**src/rtl/cachres_pkg.sv**
```systemverilog
package cachres_pkg;

  typedef enum logic [2:0] {
    SRC_RAM  = 3'd0,
    SRC_ROM  = 3'd1,
    SRC_REG0 = 3'd2,
    SRC_REG1 = 3'd3,
    SRC_DFLT = 3'd4
  } src_e;

  // Mode code meaning: upper bit set means inhibited.
  function automatic logic mode_cacheable(input logic [1:0] mode);
    return (mode == 2'b00) || (mode == 2'b01);
  endfunction

  // Size-aligned window compare on the bits above the window size.
  function automatic logic window_hit(input logic [31:0] a, input logic [31:0] base,
                                      input int unsigned size_log2, input logic valid);
    return valid && ((a >> size_log2) == (base >> size_log2));
  endfunction

  // Masked compare of the top address byte; mask bit 1 = don't care.
  function automatic logic region_hit(input logic [7:0] a_top, input logic [7:0] base_top,
                                      input logic [7:0] mask, input logic en);
    return en && (((a_top ^ base_top) & ~mask) == 8'h00);
  endfunction

endpackage

```
**src/rtl/cr_window_match.sv**
```systemverilog
module cr_window_match #(
  parameter int unsigned SIZE_LOG2 = 12
) (
  input  logic [31:0] addr,
  input  logic [31:0] base,
  input  logic        valid,
  output logic        hit
);
  import cachres_pkg::*;

  always_comb begin
    hit = window_hit(addr, base, SIZE_LOG2, valid);
  end

  always_comb begin
    if (!valid) a_r1_window_off : assert (!hit);
  end
endmodule

```
**src/rtl/cr_region_match.sv**
```systemverilog
module cr_region_match #(
  parameter int N_REG    = 2,
  parameter int MASK_W   = 8,
  localparam int MSB_LSB = 32 - MASK_W
) (
  input  logic [31:0]                addr,
  input  logic [N_REG-1:0][31:0]     base,
  input  logic [N_REG-1:0][MASK_W-1:0] mask,
  input  logic [N_REG-1:0]           en,
  output logic [N_REG-1:0]           hit
);
  import cachres_pkg::*;

  for (genvar g = 0; g < N_REG; g++) begin : g_reg
    always_comb begin
      hit[g] = region_hit(addr[31:MSB_LSB], base[g][31:MSB_LSB], mask[g], en[g]);
    end
    always_comb begin
      if (!en[g]) a_r5_disabled_no_hit : assert (!hit[g]);
      if (mask[g] == '1 && en[g]) a_r5_full_mask_hits : assert (hit[g]);
    end
  end
endmodule

```
**src/rtl/cr_priority.sv**
```systemverilog
module cr_priority #(
  parameter int N_REG = 2
) (
  input  logic                  ram_hit,
  input  logic                  rom_hit,
  input  logic [N_REG-1:0]      reg_hit,
  input  logic [N_REG-1:0][1:0] reg_mode,
  input  logic [1:0]            dflt_mode,
  output cachres_pkg::src_e     src,
  output logic                  sel_cacheable
);
  import cachres_pkg::*;

  always_comb begin
    src           = SRC_DFLT;
    sel_cacheable = mode_cacheable(dflt_mode);
    if (ram_hit) begin
      src           = SRC_RAM;
      sel_cacheable = 1'b0;
    end else if (rom_hit) begin
      src           = SRC_ROM;
      sel_cacheable = 1'b0;
    end else if (reg_hit[0]) begin
      src           = SRC_REG0;
      sel_cacheable = mode_cacheable(reg_mode[0]);
    end else if (reg_hit[1]) begin
      src           = SRC_REG1;
      sel_cacheable = mode_cacheable(reg_mode[1]);
    end
  end

  always_comb begin
    if (ram_hit) a_r1_ram_first : assert (src == SRC_RAM);
    if (!ram_hit && rom_hit) a_r2_rom_second : assert (src == SRC_ROM);
    if (!ram_hit && !rom_hit && reg_hit[0]) a_r3_reg0_over_reg1 : assert (src == SRC_REG0);
    if (!ram_hit && !rom_hit && (reg_hit == '0)) a_r6_default_used : assert (src == SRC_DFLT);
  end
endmodule

```
**src/rtl/cr_route.sv**
```systemverilog
module cr_route (
  input  logic       sel_cacheable,
  input  logic       cpu_space,
  input  logic       is_write,
  input  logic       is_instr,
  input  logic [1:0] tt,
  input  logic       ifb_en,
  output logic       cacheable,
  output logic       bypass,
  output logic       fill_ok
);
  logic inhibited;
  logic fb_qualified;

  always_comb begin
    inhibited    = cpu_space || !sel_cacheable;
    fb_qualified = ifb_en && !is_write && is_instr && (tt == 2'b00) && !cpu_space;
    cacheable    = !inhibited;
    fill_ok      = inhibited && fb_qualified;
    bypass       = inhibited && !fb_qualified;
  end

  always_comb begin
    if (cpu_space) a_r8_cpu_space_bypass : assert (bypass && !cacheable);
    if (is_write && !cacheable) a_r9_write_bypass : assert (bypass && !fill_ok);
    if (fill_ok) a_r10_fill_qual : assert (is_instr && tt == 2'b00 && ifb_en);
  end
endmodule

```
**src/rtl/cachres_resolver.sv**
```systemverilog
module cachres_resolver #(
  parameter int unsigned RAM_SIZE_LOG2 = 12,
  parameter int unsigned ROM_SIZE_LOG2 = 14
) (
  input  logic [31:0] addr,
  input  logic        is_write,
  input  logic        is_instr,
  input  logic [1:0]  tt,
  input  logic        cpu_space,
  input  logic [31:0] ram_base,
  input  logic        ram_valid,
  input  logic [31:0] rom_base,
  input  logic        rom_valid,
  input  logic [31:0] acr0_base,
  input  logic [7:0]  acr0_mask,
  input  logic        acr0_en,
  input  logic [1:0]  acr0_mode,
  input  logic [31:0] acr1_base,
  input  logic [7:0]  acr1_mask,
  input  logic        acr1_en,
  input  logic [1:0]  acr1_mode,
  input  logic [1:0]  dflt_mode,
  input  logic        ifb_en,
  output logic        cacheable,
  output logic        bypass,
  output logic        fill_ok
);
  import cachres_pkg::*;

  localparam int N_REG  = 2;
  localparam int MASK_W = 8;

  logic                   ram_hit, rom_hit;
  logic [N_REG-1:0]       reg_hit;
  logic [N_REG-1:0][31:0] reg_base;
  logic [N_REG-1:0][MASK_W-1:0] reg_mask;
  logic [N_REG-1:0]       reg_en;
  logic [N_REG-1:0][1:0]  reg_mode;
  src_e                   src;
  logic                   sel_cacheable;

  always_comb begin
    reg_base = {acr1_base, acr0_base};
    reg_mask = {acr1_mask, acr0_mask};
    reg_en   = {acr1_en, acr0_en};
    reg_mode = {acr1_mode, acr0_mode};
  end

  cr_window_match #(.SIZE_LOG2(RAM_SIZE_LOG2)) u_ram (
    .addr(addr), .base(ram_base), .valid(ram_valid), .hit(ram_hit)
  );

  cr_window_match #(.SIZE_LOG2(ROM_SIZE_LOG2)) u_rom (
    .addr(addr), .base(rom_base), .valid(rom_valid), .hit(rom_hit)
  );

  cr_region_match #(.N_REG(N_REG), .MASK_W(MASK_W)) u_regions (
    .addr(addr), .base(reg_base), .mask(reg_mask), .en(reg_en), .hit(reg_hit)
  );

  cr_priority #(.N_REG(N_REG)) u_prio (
    .ram_hit(ram_hit), .rom_hit(rom_hit), .reg_hit(reg_hit), .reg_mode(reg_mode),
    .dflt_mode(dflt_mode), .src(src), .sel_cacheable(sel_cacheable)
  );

  cr_route u_route (
    .sel_cacheable(sel_cacheable), .cpu_space(cpu_space), .is_write(is_write),
    .is_instr(is_instr), .tt(tt), .ifb_en(ifb_en),
    .cacheable(cacheable), .bypass(bypass), .fill_ok(fill_ok)
  );

  always_comb begin
    a_r11_one_route : assert ($countones({cacheable, bypass, fill_ok}) == 1);
    if (ram_hit || rom_hit) a_r2_window_inhibits : assert (!cacheable);
  end
endmodule

```
**config.mk**
```make
export PLATFORM = sky130hd
export DESIGN_NAME = cachres_resolver
export DESIGN_NICKNAME = d
export VERILOG_FILES = /design/src/rtl/cachres_pkg.sv /design/src/rtl/cr_window_match.sv /design/src/rtl/cr_region_match.sv /design/src/rtl/cr_priority.sv /design/src/rtl/cr_route.sv /design/src/rtl/cachres_resolver.sv
export SDC_FILE = /design/constraint.sdc
export NUM_CORES = 1
export LEC_CHECK = 0
export BUFFER_PORTS_ARGS = -buffer_cell sky130_fd_sc_hd__buf_2
export CORE_AREA = 3 3 75 77
export DETAILED_ROUTE_END_ITERATION = 10
export DIE_AREA = 0 0 78 80
export PLACE_DENSITY = 0.56
export SYNTH_ARGS = -nofsm -noshare
export SYNTH_HDL_FRONTEND = slang
export SYNTH_SLANG_ARGS = --single-unit
```
**constraint.sdc**
```tcl
create_clock -name vclk -period 1.6
set_input_delay 0.08 -clock vclk [all_inputs]
set_output_delay 0.08 -clock vclk [all_outputs]
set_load 0.05 [all_outputs]
```
==> results by group <==
Finish
  • Layout cell share with drive strength beyond 1: 0.573
  • FF+latch area: 0 um2
  • Final Util: 0.287
  • Non-Filler Instances: around 280
  • Fin nets: 400
  • CLK BUF: 0
  • # diodes: 0
  • Area Overhead vs Synth: 91.0%
  • FF+latch count: 0
  • Most frequent cells in the layout: buf_2, xnor2_1, xor2_1
  • Post-route cell area: 1460 um2
  • Commonest non-fill, non-tap cell in the layout: buf_2

Setup path
  • Worst setup path endpoint: fill_ok
  • Worst-path fanout max: 3
  • Crit Path Class: input pin to output port
  • WP data required: ~1.5 ns
  • CP endpoint kind: output port
  • WP data arrival: 1.66 ns
  • Startpoint class of the critical path: input pin
  • CP Launch Point: addr[27]

Timing
  • Least-Margin Pin Slew: roughly 0.44 ns
  • Final Hold Vio Count: 0
  • Tcrit/Tclk final: 1.09
  • Setup WS post-layout: -0.143 ns
  • Fin Hold WS: between 0.5 and 0.6 ns
  • RSZ-0062 raised after global routing: yes
  • Slew Limit Fails: 0
  • # setup viols final: 3
  • Fmax: 574 MHz
  • Relative slew slack: 0.704
  • Fin crit period: around 1.7 ns

Global routing
  • Initial antenna violation count: 0
  • Met3 Use GR: 0.0237
  • First-pass GRT wire length: roughly 5000 um
  • Met2 Track Usage GR: 0.174
  • Busiest grt layer: met2
  • GRT met1 Usage: 0.125
  • Final global-route overflow total: 0
  • GRT Total Usage: 0.0970
  • Largest net degree at the start of global routing: 5
  • Vias in the first global route: 1064

Routing
  • Vias/cell: ~3.8
  • DRT Pass-1 Iters: 4
  • Final ANT Viol Nets: 0
  • Initial DRC count: 13
  • Final WL: roughly 3300 um
  • Vias: between 1000 and 1500
  • Drc violations: 0
  • Wire length per cell: around 12 um

Power and ir drop
  • Worst VDD drop: 87.8 uV
  • PwrDens: ~270 nW/um2
  • P_leak: around 0.70 nW

Logic synthesis
  • Adder-cell share of the synthesized area: 0
  • Largest cells by area after synthesis: xnor2_1, xor2_1, nor4b_4
  • Synth Instances: 94
  • Simple-gate portion of the synthesized area: 0.210
  • Post-synth top area cell: xnor2_1
  • Synth top area share: 0.471
  • Mean Syn Cell Area: slightly above 8 um2
  • Largest family of logic cells by synthesized area: XOR/XNOR gates
  • Mux cell area share after synthesis: 0.0131
  • Syn Nets: between 200 and 300
  • Register area share after synthesis: 0
  • Ys Warns: 0
  • Unique masters post-synth: 23
  • Xor and xnor area share after synthesis: 0.621
  • Synth Area in Compound Gates: 0.108
  • Cell Area, Synth: between 700 and 800 um2

Status
  • Failing checks: setup timing
  • Outcome: finished, violations left

Placed design
  • Port bufs: about 110
  • Worst slack at placement: -0.240 ns
  • Cell count after placement: 276
  • HPWL after DPL: 3090 um
  • Routability Congestion: between 0.6 and 0.7
  • Area post-placement: about 1400 um2

Job
  • Max-cap violations: 0

Hold path
  • Hold crit path type: input pin to output port

Floorplan
  • Initial Util: 0.150
  • Rows: 26
  • Core area: 5070 um2
  • DIE WIDTH: ~78 um
  • Die H: 80 um
  • Num ports: about 200
  • Die area: ~6200 um2

Clock tree
  • Postcts setup bufs: 0
  • CTS Hold Bufs: 0
routing by layer:
metal / vias up / wire length [um]
met3: 0 / 362
met5: - / 0
met1: 431 / 1400
li1: 552 / -
met2: 61 / 1540
met4: 0 / 0
how the worst min path moves through the flow:
stage,from,end,slack [ns],cells after the start
finish,acr0_mode[1],cacheable,0.58,5
global route,acr0_mode[1],cacheable,0.61,5
CTS,acr0_mode[1],cacheable,0.58,5
detailed placement,acr0_mode[1],cacheable,0.61,5
global placement,acr0_mode[1],cacheable,0.61,5
floorplan,cpu_space,cacheable,0.45,3
worst max-delay path, stage by stage:
cell      delay, ns
buf_6          0.09
xor2_1         0.15
a222oi_1       0.34
nor4b_4        0.27
mux2i_1        0.24
o211ai_2       0.14
and2b_1        0.20
buf_6          0.15
layout make-up:
class              instances  area (um2)
inverters                  7        26.3
multi-input cells         85         726
well taps                 70        87.6
fillers                  547        3620
repair buffers           114         616
stage by stage:
| step | TNS [ns] | total power [mW] |
|---|---|---|
| floorplan | 0 | 0.187 |
| global placement | -0.693 | 0.384 |
| detailed placement | -0.655 | 0.388 |
| CTS | -0.491 | 0.398 |
| global route | -0.768 | 0.428 |
| finish | -0.317 | 0.390 |
cell usage after synthesis:
cell type,count
a221oi_1,1
a222oi_1,2
and2_1,1
and2b_1,1
and3_1,1
buf_2,2
inv_1,7
mux2i_1,1
nand2_1,1
nand3_1,1
nand3b_1,1
nand4_1,7
nor3_1,1
nor4_1,3
nor4b_1,1
nor4b_4,2
o211ai_2,1
o21ai_0,1
o21ai_1,1
o22ai_1,3
o22ai_2,1
xnor2_1,41
xor2_1,13
power by group:
group | switching, mW | internal (mW)
Sequential | 0 | 0
Clock | 0 | 0
Combinational | 0.167 | 0.223
timing repair:
item                                    4_1_cts  5_1_grt
endpoints found under the setup margin        3        3
pin swaps                                     3        0
resized for setup                             7        0
hold endpoints to repair                      0        0
logic make-up (layout without fill, tap and decap cells):
logic type	after synthesis	in the layout
buffers and inverters	9	121
muxes	1	1
AOI/OAI and AO/OA	10	10
xor gates and xnor gates	54	54
and+or+nand+nor	20	20
No activity file was read; power rests on OpenSTA's default activity.
